File: config.mk
export PLATFORM = sky130hd
export DESIGN_NAME = shiftadd_mul
export DESIGN_NICKNAME = d
export VERILOG_FILES = /design/src/rtl/mul_pkg.sv /design/src/rtl/rca_group.sv /design/src/rtl/csel_group.sv /design/src/rtl/csel_adder.sv /design/src/rtl/mul_seq_ctrl.sv /design/src/rtl/shiftadd_mul.sv
export SDC_FILE = /design/constraint.sdc
export NUM_CORES = 1
export LEC_CHECK = 0
export BUFFER_PORTS_ARGS = -buffer_cell sky130_fd_sc_hd__buf_2
export CORE_MARGIN = 3
export CORE_UTILIZATION = 55
export CTS_BUF_LIST = sky130_fd_sc_hd__clkbuf_8
export DETAILED_ROUTE_END_ITERATION = 6
export PLACE_DENSITY = 0.82
export SYNTH_ARGS = -nofsm -noshare
export SYNTH_HDL_FRONTEND = slang
export SYNTH_SLANG_ARGS = --single-unit
File: constraint.sdc
create_clock -name clk -period 13.25 [get_ports clk]
set_input_delay 0.6625 -clock clk [delete_from_list [all_inputs] [get_ports clk]]
set_output_delay 0.6625 -clock clk [all_outputs]
set_load 0.02 [all_outputs]
File: src/rtl/mul_pkg.sv
package mul_pkg;

  typedef enum logic {ST_IDLE, ST_RUN} mul_state_e;

  // One bit position of an adder: returns {carry_out, sum} from generate/propagate.
  function automatic logic [1:0] bit_add(input logic a, input logic b, input logic c);
    logic g;
    logic p;
    g = a & b;
    p = a ^ b;
    return {g | (p & c), p ^ c};
  endfunction

endpackage

File: src/rtl/rca_group.sv
module rca_group #(
  parameter int   W   = 4,
  parameter logic CIN = 1'b0
) (
  input  logic [W-1:0] a_i,
  input  logic [W-1:0] b_i,
  output logic [W-1:0] s_o,
  output logic         co_o
);
  logic       c_run;
  logic [1:0] r;

  always_comb begin
    c_run = CIN;
    r     = 2'b00;
    s_o   = '0;
    for (int i = 0; i < W; i++) begin
      r      = mul_pkg::bit_add(a_i[i], b_i[i], c_run);
      s_o[i] = r[0];
      c_run  = r[1];
    end
    co_o = c_run;
  end
endmodule

File: src/rtl/csel_group.sv
module csel_group #(
  parameter int W = 4
) (
  input  logic [W-1:0] a_i,
  input  logic [W-1:0] b_i,
  input  logic         ci_i,
  output logic [W-1:0] s_o,
  output logic         co_o
);
  logic [W-1:0] s_c0, s_c1;
  logic         co_c0, co_c1;

  rca_group #(.W(W), .CIN(1'b0)) u_c0 (.a_i(a_i), .b_i(b_i), .s_o(s_c0), .co_o(co_c0));
  rca_group #(.W(W), .CIN(1'b1)) u_c1 (.a_i(a_i), .b_i(b_i), .s_o(s_c1), .co_o(co_c1));

  assign s_o  = ci_i ? s_c1  : s_c0;
  assign co_o = ci_i ? co_c1 : co_c0;
endmodule

File: src/rtl/csel_adder.sv
module csel_adder #(
  parameter int W     = 32,
  parameter int GRP_W = 4
) (
  input  logic [W-1:0] a_i,
  input  logic [W-1:0] b_i,
  output logic [W-1:0] s_o,
  output logic         co_o
);
  localparam int NG = W / GRP_W;

  logic [NG:1] c;

  for (genvar g = 0; g < NG; g++) begin : g_grp
    if (g == 0) begin : g_low
      rca_group #(.W(GRP_W), .CIN(1'b0)) u_grp (
        .a_i (a_i[GRP_W-1:0]),
        .b_i (b_i[GRP_W-1:0]),
        .s_o (s_o[GRP_W-1:0]),
        .co_o(c[1])
      );
    end else begin : g_sel
      csel_group #(.W(GRP_W)) u_grp (
        .a_i (a_i[g*GRP_W +: GRP_W]),
        .b_i (b_i[g*GRP_W +: GRP_W]),
        .ci_i(c[g]),
        .s_o (s_o[g*GRP_W +: GRP_W]),
        .co_o(c[g+1])
      );
    end
  end

  assign co_o = c[NG];
endmodule

File: src/rtl/mul_seq_ctrl.sv
module mul_seq_ctrl #(
  parameter int ITERS = 32
) (
  input  logic clk,
  input  logic rst,
  input  logic start_i,
  output logic load_o,
  output logic step_o,
  output logic busy_o,
  output logic done_o
);
  import mul_pkg::*;

  localparam int CW = (ITERS > 1) ? $clog2(ITERS) : 1;

  mul_state_e      state_q;
  logic [CW-1:0]   cnt_q;
  logic            last_step;

  assign busy_o    = (state_q == ST_RUN);
  assign load_o    = (state_q == ST_IDLE) && start_i;
  assign step_o    = busy_o;
  assign last_step = (cnt_q == CW'(ITERS - 1));

  always_ff @(posedge clk) begin
    if (rst) begin
      state_q <= ST_IDLE;
      cnt_q   <= '0;
      done_o  <= 1'b0;
    end else begin
      done_o <= 1'b0;
      unique case (state_q)
        ST_IDLE: begin
          if (start_i) begin
            state_q <= ST_RUN;
            cnt_q   <= '0;
          end
        end
        ST_RUN: begin
          cnt_q <= cnt_q + 1'b1;
          if (last_step) begin
            state_q <= ST_IDLE;
            done_o  <= 1'b1;
          end
        end
        default: state_q <= ST_IDLE;
      endcase
    end
  end
endmodule

File: src/rtl/shiftadd_mul.sv
module shiftadd_mul #(
  parameter int OP_W  = 32,
  parameter int GRP_W = 4
) (
  input  logic                clk,
  input  logic                rst,
  input  logic                start_i,
  input  logic [OP_W-1:0]     mcand_i,
  input  logic [OP_W-1:0]     mplier_i,
  output logic                busy_o,
  output logic                done_o,
  output logic [2*OP_W-1:0]   prod_o
);
  localparam int PW = 2 * OP_W;

  logic            load, step;
  logic [PW-1:0]   acc_q;
  logic [OP_W-1:0] mcand_q;
  logic [OP_W-1:0] acc_hi;
  logic            add_en;
  logic [OP_W-1:0] addend;
  logic [OP_W-1:0] add_sum;
  logic            add_co;
  logic [PW-1:0]   acc_nxt;

  mul_seq_ctrl #(.ITERS(OP_W)) u_ctrl (
    .clk    (clk),
    .rst    (rst),
    .start_i(start_i),
    .load_o (load),
    .step_o (step),
    .busy_o (busy_o),
    .done_o (done_o)
  );

  assign acc_hi = acc_q[PW-1:OP_W];
  assign add_en = step & acc_q[0];
  assign addend = mcand_q & {OP_W{add_en}};

  csel_adder #(.W(OP_W), .GRP_W(GRP_W)) u_add (
    .a_i (acc_hi),
    .b_i (addend),
    .s_o (add_sum),
    .co_o(add_co)
  );

  assign acc_nxt = {add_co, add_sum, acc_q[OP_W-1:1]};

  always_ff @(posedge clk) begin
    if (rst) begin
      acc_q   <= '0;
      mcand_q <= '0;
    end else if (load) begin
      acc_q   <= {{OP_W{1'b0}}, mplier_i};
      mcand_q <= mcand_i;
    end else if (step) begin
      acc_q   <= acc_nxt;
    end
  end

  assign prod_o = acc_q;
endmodule

# After elaboration in Yosys (flattened, before gate mapping)
# Index checks and enable logic that the tools add are counted.
# totals
register_bits	103
inputBits	67
output_inout_bits	66
word_cells	251
# op_classes
n_addsub	1
n_eq_ne	2
muxes	22
n_bitwise	216
reduce_logical	4
# ops
op	n
AND 1 bit	78
bitwise XOR 1 bit	77
2-to-1 mux 32 bit	2
bitwise OR 1 bit	52
AND 32 bit	1
2-to-1 mux 4 bit	7
2-to-1 mux 1 bit	10
case mux 5 bit (2 select lines)	1
NOT 1 bit	8
adder 5 x 1 -> 5 bit (second input constant)	1
equality test 5 bit (second input constant)	1
2-to-1 mux 5 bit	1
OR reduction 2 bit	2
!= test 2 bit (second input constant)	1
case mux 1 bit (2 select lines)	1
nonzero test 2 bit	1
logical AND 1 bit	1

# Depth between registers and ports, before layout
# logic_depth
depth_word	17
ltp_mapped	42
mapped_depth_nobuf	39

# By module
# From an unflattened synthesis, not the netlist that was laid out.
# unflattened
cells_unflattened	623
hier_area_um2	6251.0
# by_module_without_submodules
mod	instances	cells_each	area_per_inst_um2	seq_area_each_um2
shiftadd_mul	1	389	4043.9	1921.8
rca_group (u_add.g_grp[1].g_sel.u_grp.u_c1 ...)	7	13	106.4	0.0
rca_group (u_add.g_grp[0].g_low.u_grp ...)	8	9	91.3	0.0
csel_group	7	5	56.3	0.0
mul_seq_ctrl	1	36	337.8	140.1

# Least setup slack after synthesis
# Ideal clock, no wire load.
# synth_path
path_type	register -> register
startpoint	register u_ctrl.state_q (netlist: u_ctrl.busy_o)
endpoint	register acc_q[62] (netlist: prod_o[62])
setup_ns	0.086
t_arrival_ns	11.793
required_ns	13.164
path_slack_ns	1.372
stages_incl_launch_ff	43
n_path_buf	3
period_less_slack_ns	11.878
cell_sequence	dfxtp_1 buf_2 buf_4 clkbuf_1 and3_1 ha_1 fa_1 fa_1 fa_1 nor2_1 a21oi_1 fa_1 fa_1 fa_1 mux2i_1 fa_1 fa_1 fa_1 [7 not listed] fa_1 fa_1 nor2_1 a21oi_1 fa_1 fa_1 fa_1 mux2i_1 fa_1 fa_1 fa_1 nor2_1 a21oi_1 fa_1 fa_1 inv_1 fa_1 a211oi_1
# synth_between
elab_chain_len	17
elab_cells_between_ends	169
classes_between	mux (7); bitwise (160); reduce/logical (2)
# synth_rtl
element	line_no	source
start: declaration	mul_seq_ctrl.sv:16	mul_state_e state_q;
start signal: assignment	mul_seq_ctrl.sv:27	state_q <= ST_IDLE;
start signal: assignment	mul_seq_ctrl.sv:35	state_q <= ST_RUN;
start signal: assignment	mul_seq_ctrl.sv:42	state_q <= ST_IDLE;
AND 1 bit	shiftadd_mul.sv:37	assign add_en = step & acc_q[0];
AND 32 bit	shiftadd_mul.sv:38	assign addend = mcand_q & {OP_W{add_en}};
AND 1 bit / bitwise XOR 1 bit (equally long branches)	mul_pkg.sv:9, mul_pkg.sv:10	
bitwise OR 1 bit	mul_pkg.sv:11	return {g | (p & c), p ^ c};
AND 1 bit	mul_pkg.sv:11	
bitwise OR 1 bit	mul_pkg.sv:11	
AND 1 bit	mul_pkg.sv:11	
bitwise OR 1 bit	mul_pkg.sv:11	
AND 1 bit	mul_pkg.sv:11	
bitwise OR 1 bit	mul_pkg.sv:11	
2-to-1 mux 1 bit (6 in series)	csel_group.sv:17	assign co_o = ci_i ? co_c1 : co_c0;
2-to-1 mux 4 bit	csel_group.sv:16	assign s_o = ci_i ? s_c1 : s_c0;
end signal: assignment	shiftadd_mul.sv:54	acc_q <= {{OP_W{1'b0}}, mplier_i};
end signal: assignment	shiftadd_mul.sv:57	acc_q <= acc_nxt;
end: declaration	shiftadd_mul.sv:17	logic [PW-1:0] acc_q;
# Parallel ways exist; a longest one is shown, timed or not.
# A chain may end at the register's enable or synchronous reset.

# Final worst setup path
# Ends and elaborated chain as after synthesis.

==> impl_metrics.json <==
{
  "status": "completed",
  "crit_end": "prod_o[62]$_SDFFE_PP0P_",
  "max_stage_delay_ns": 0.47,
  "clk_latency_ns": 0.36,
  "cts.htree.levels": 3,
  "syn_to_final_growth_pct": 15.6,
  "cpMaxStageDelayCell": "dfxtp_4",
  "wl_um": 11600,
  "syn-num-nets": 641,
  "r2r-start": "u_ctrl.busy_o$_SDFF_PP0_",
  "tns_ns": 0,
  "antenna_left": 0,
  "ys_ff_latch": 103,
  "switching_share_pct": 26.4,
  "worstMarginPinSlew_ns": 0.796,
  "p_per_area_nw_per_um2": 108,
  "p_leak_nw": 2.92,
  "post_cts_resized": 0,
  "reg2reg_slack_ns": 1.10,
  "dieArea_sq_um": 10600,
  "syn-cell-area_sq_um": 5190,
  "relSlewSlack_pct": 47.0,
  "cts_setup_buffers": 0,
  "async_flop_share_pct": 0,
  "clkPwrFrac_pct": 33.2,
  "hpwlAfterDp_um": 8430,
  "peakVddDrop_uv": 66.6,
  "synthDominantCellAreaShare_pct": 39.7,
  "synth_warnings": 0,
  "ctsHoldBuffers": 0,
  "clock_path_buffers": 2,
  "worstPathRequired_ns": 13.53,
  "rsz0062_at_grt": "false",
  "finalSetupViolCount": 0,
  "p_seq_share_pct": 52.3,
  "drive_gt1_share_pct": 29.8,
  "fp.dieH_um": 103,
  "cts_tree": "done",
  "synth.area.top_cells": "dfxtp_1 40%, mux2i_1 11%, fa_1 9.3%",
  "p_sw_mw": 0.171,
  "crit_path_end_kind": "flop",
  "synth_cell_type_count": 26,
  "dp_slack_ns": 1.16,
  "finalClockSkew_ns": 0.0120,
  "start_util_pct": 58.1,
  "critPathLaunchType": "flop",
  "synth_top_area_cell": "dfxtp_1",
  "synth_seq_area_share_pct": 39.7,
  "coreArea_sq_um": 8930,
  "final_hold_viol_count": 0,
  "first_pass_iters": 4,
  "antennaDiodeCount": 0,
  "intPower_mw": 0.476,
  "worst-path-max-fanout": 32,
  "rr_endpoint": "prod_o[62]$_SDFFE_PP0P_",
  "arrival_ns": 12.44,
  "fin_crit_sh_pct": 91.7,
  "cts_buffers": 9,
  "crit_top_cell": "fa_1",
  "critPathKind": "reg2reg",
  "antenna_found_initial": 0,
  "whs_ns": 0.458,
  "startpoint": "u_ctrl.busy_o$_SDFF_PP0_",
  "grt_pass1_wl_um": 19600,
  "die_width_um": 103,
  "io_pins": 133,
  "synthFlopType": "dfxtp_1",
  "num-nets-final": 751,
  "max_cap_violations": 0,
  "std_cell_rows": 34,
  "num_vias": 4037,
  "routabilityCongestion": 0.812,
  "path_buf_inv": 1,
  "netlist_instances": 533,
  "slew_violations": 0,
  "p_comb_share_pct": 14.5,
  "hp-class": "reg2reg",
  "synth_commonest_cells": "103 x dfxtp_1, 74 x nand2_1, 72 x nor2_1, 58 x mux2i_1, 40 x a21oi_1",
  "drt_drc_violations_left": 0,
  "grt_start_max_net_pins": 71,
  "clkTransAtPathRegs_ns": 0.09,
  "clock-sinks": 103,
  "fmax_mhz": 82.3,
  "period_needed_ns": 12.15,
  "grt_overflow": 0,
  "synth-edff-count": 0,
  "grt_pass1_vias": 4145,
  "first_iter_violations": 132,
  "postLayoutSetupSlackWorst_ns": 1.10,
  "r2r_cells": 39,
  "portBuffers": 132,
  "crit_family": "adder cells",
  "grt.total_usage_pct": 23.4,
  "crit_cells": 39,
  "viasPerCell": 5.34,
  "synth_area_per_cell_sq_um": 9.73,
  "cts_root_buffer": "clkbuf_8",
  "synth_most_common_cell": "dfxtp_1",
  "wl_per_cell_um": 15.3
}
## area by class of cell
type | count | area, sq um
Tap cell | 108 | 135
Clock inverter | 6 | 85.1
Clock buffer | 10 | 138
Timing Repair Buffer | 138 | 706
Fill cell | 718 | 2940
Multi-Input combinational cell | 371 | 2790
Sequential cell | 103 | 2070
Inverter | 20 | 75.1
## how the worst min path moves through the flow
stage	startpoint	endpoint	slack (ns)	cells past startpoint
after floorplan	mcand_q[10]$_SDFFE_PP0P_	mcand_q[10]$_SDFFE_PP0P_	0.43	2
after global placement	mcand_q[21]$_SDFFE_PP0P_	mcand_q[21]$_SDFFE_PP0P_	0.44	2
after detailed placement	mcand_q[2]$_SDFFE_PP0P_	mcand_q[2]$_SDFFE_PP0P_	0.44	2
after CTS	mcand_q[2]$_SDFFE_PP0P_	mcand_q[2]$_SDFFE_PP0P_	0.46	2
after global routing	mcand_q[9]$_SDFFE_PP0P_	mcand_q[9]$_SDFFE_PP0P_	0.47	2
final	mcand_q[13]$_SDFFE_PP0P_	mcand_q[13]$_SDFFE_PP0P_	0.46	2
## registers in the layout, indices dropped and copies added (netlist names)
signal / flops
prod_o: 64
mcand_q: 32
u_ctrl.cnt_q: 5
u_ctrl.busy_o: 1
u_ctrl.done_o: 1
## tightest hold or removal path, stage by stage (launching register included)
cell and delay, ns:
dfxtp_1 0.32, nand2_1 0.05, a21oi_1 0.05
## logic make-up after synthesis
kind of cell               synth area share (%)
and+or+nand+nor                            14.8
adders and majority gates                  13.4
xor gates and xnor gates                   1.52
AOI/OAI and AO/OA                          5.93
DFF                                        39.7
buffers and inverters                      6.51
muxes                                      18.1
## power by group through the flow
stage	Combinational [mW]	Clock [mW]	Sequential, mW
floorplan	0.0615	0	0.352
global placement	0.0920	0	0.344
detailed placement	0.0945	0	0.345
CTS	0.0948	0.219	0.339
global route	0.104	0.231	0.341
finish	0.0942	0.215	0.338
## per-stage QoR
stage | power (mW) | util, % | cells | cell area, sq um
final | 0.647 | 67.1 | 756 | 5990
after CTS | 0.652 | 67.1 | 756 | 5990
after detailed placement | 0.440 | 64.6 | 740 | 5770
after floorplan | 0.413 | - | 533 | 5190
after global placement | 0.436 | 64.6 | 740 | 5770
after global routing | 0.676 | 67.1 | 756 | 5990
## metal layers
metal  part of all wire (%)  track usage (%)  vias to the layer above
met4                    2.1             7.87                        0
li1                       -                -                     1974
met2                     46             38.1                      130
met1                     44             29.9                     1912
met5                      0                0                        -
met3                    8.0             6.77                       21
## cell usage in the layout (no fill, tap or decap)
| cell type | instances |
|---|---|
| dfxtp_1 | 102 |
| and3_1 | 25 |
| a211oi_2 | 5 |
| a211oi_1 | 5 |
| nand2b_1 | 2 |
| and3b_1 | 1 |
| inv_1 | 21 |
| dfxtp_4 | 1 |
| mux2_2 | 32 |
| nand2_1 | 74 |
| nor2b_2 | 1 |
| clkinv_2 | 1 |
| and2_1 | 1 |
| xnor2_1 | 8 |
| clkbuf_8 | 10 |
| clkinv_4 | 1 |
| buf_2 | 132 |
| nor3b_1 | 2 |
| nor2_1 | 72 |
| buf_4 | 6 |
| bufinv_16 | 2 |
| a21oi_1 | 40 |
| nand2b_2 | 1 |
| nand3_1 | 1 |
| o21a_1 | 1 |
| ha_1 | 17 |
| fa_1 | 24 |
| mux2i_1 | 58 |
| clkinvlp_4 | 1 |
| xor2_1 | 1 |
Note: power is estimated with default switching activity, not from simulation.
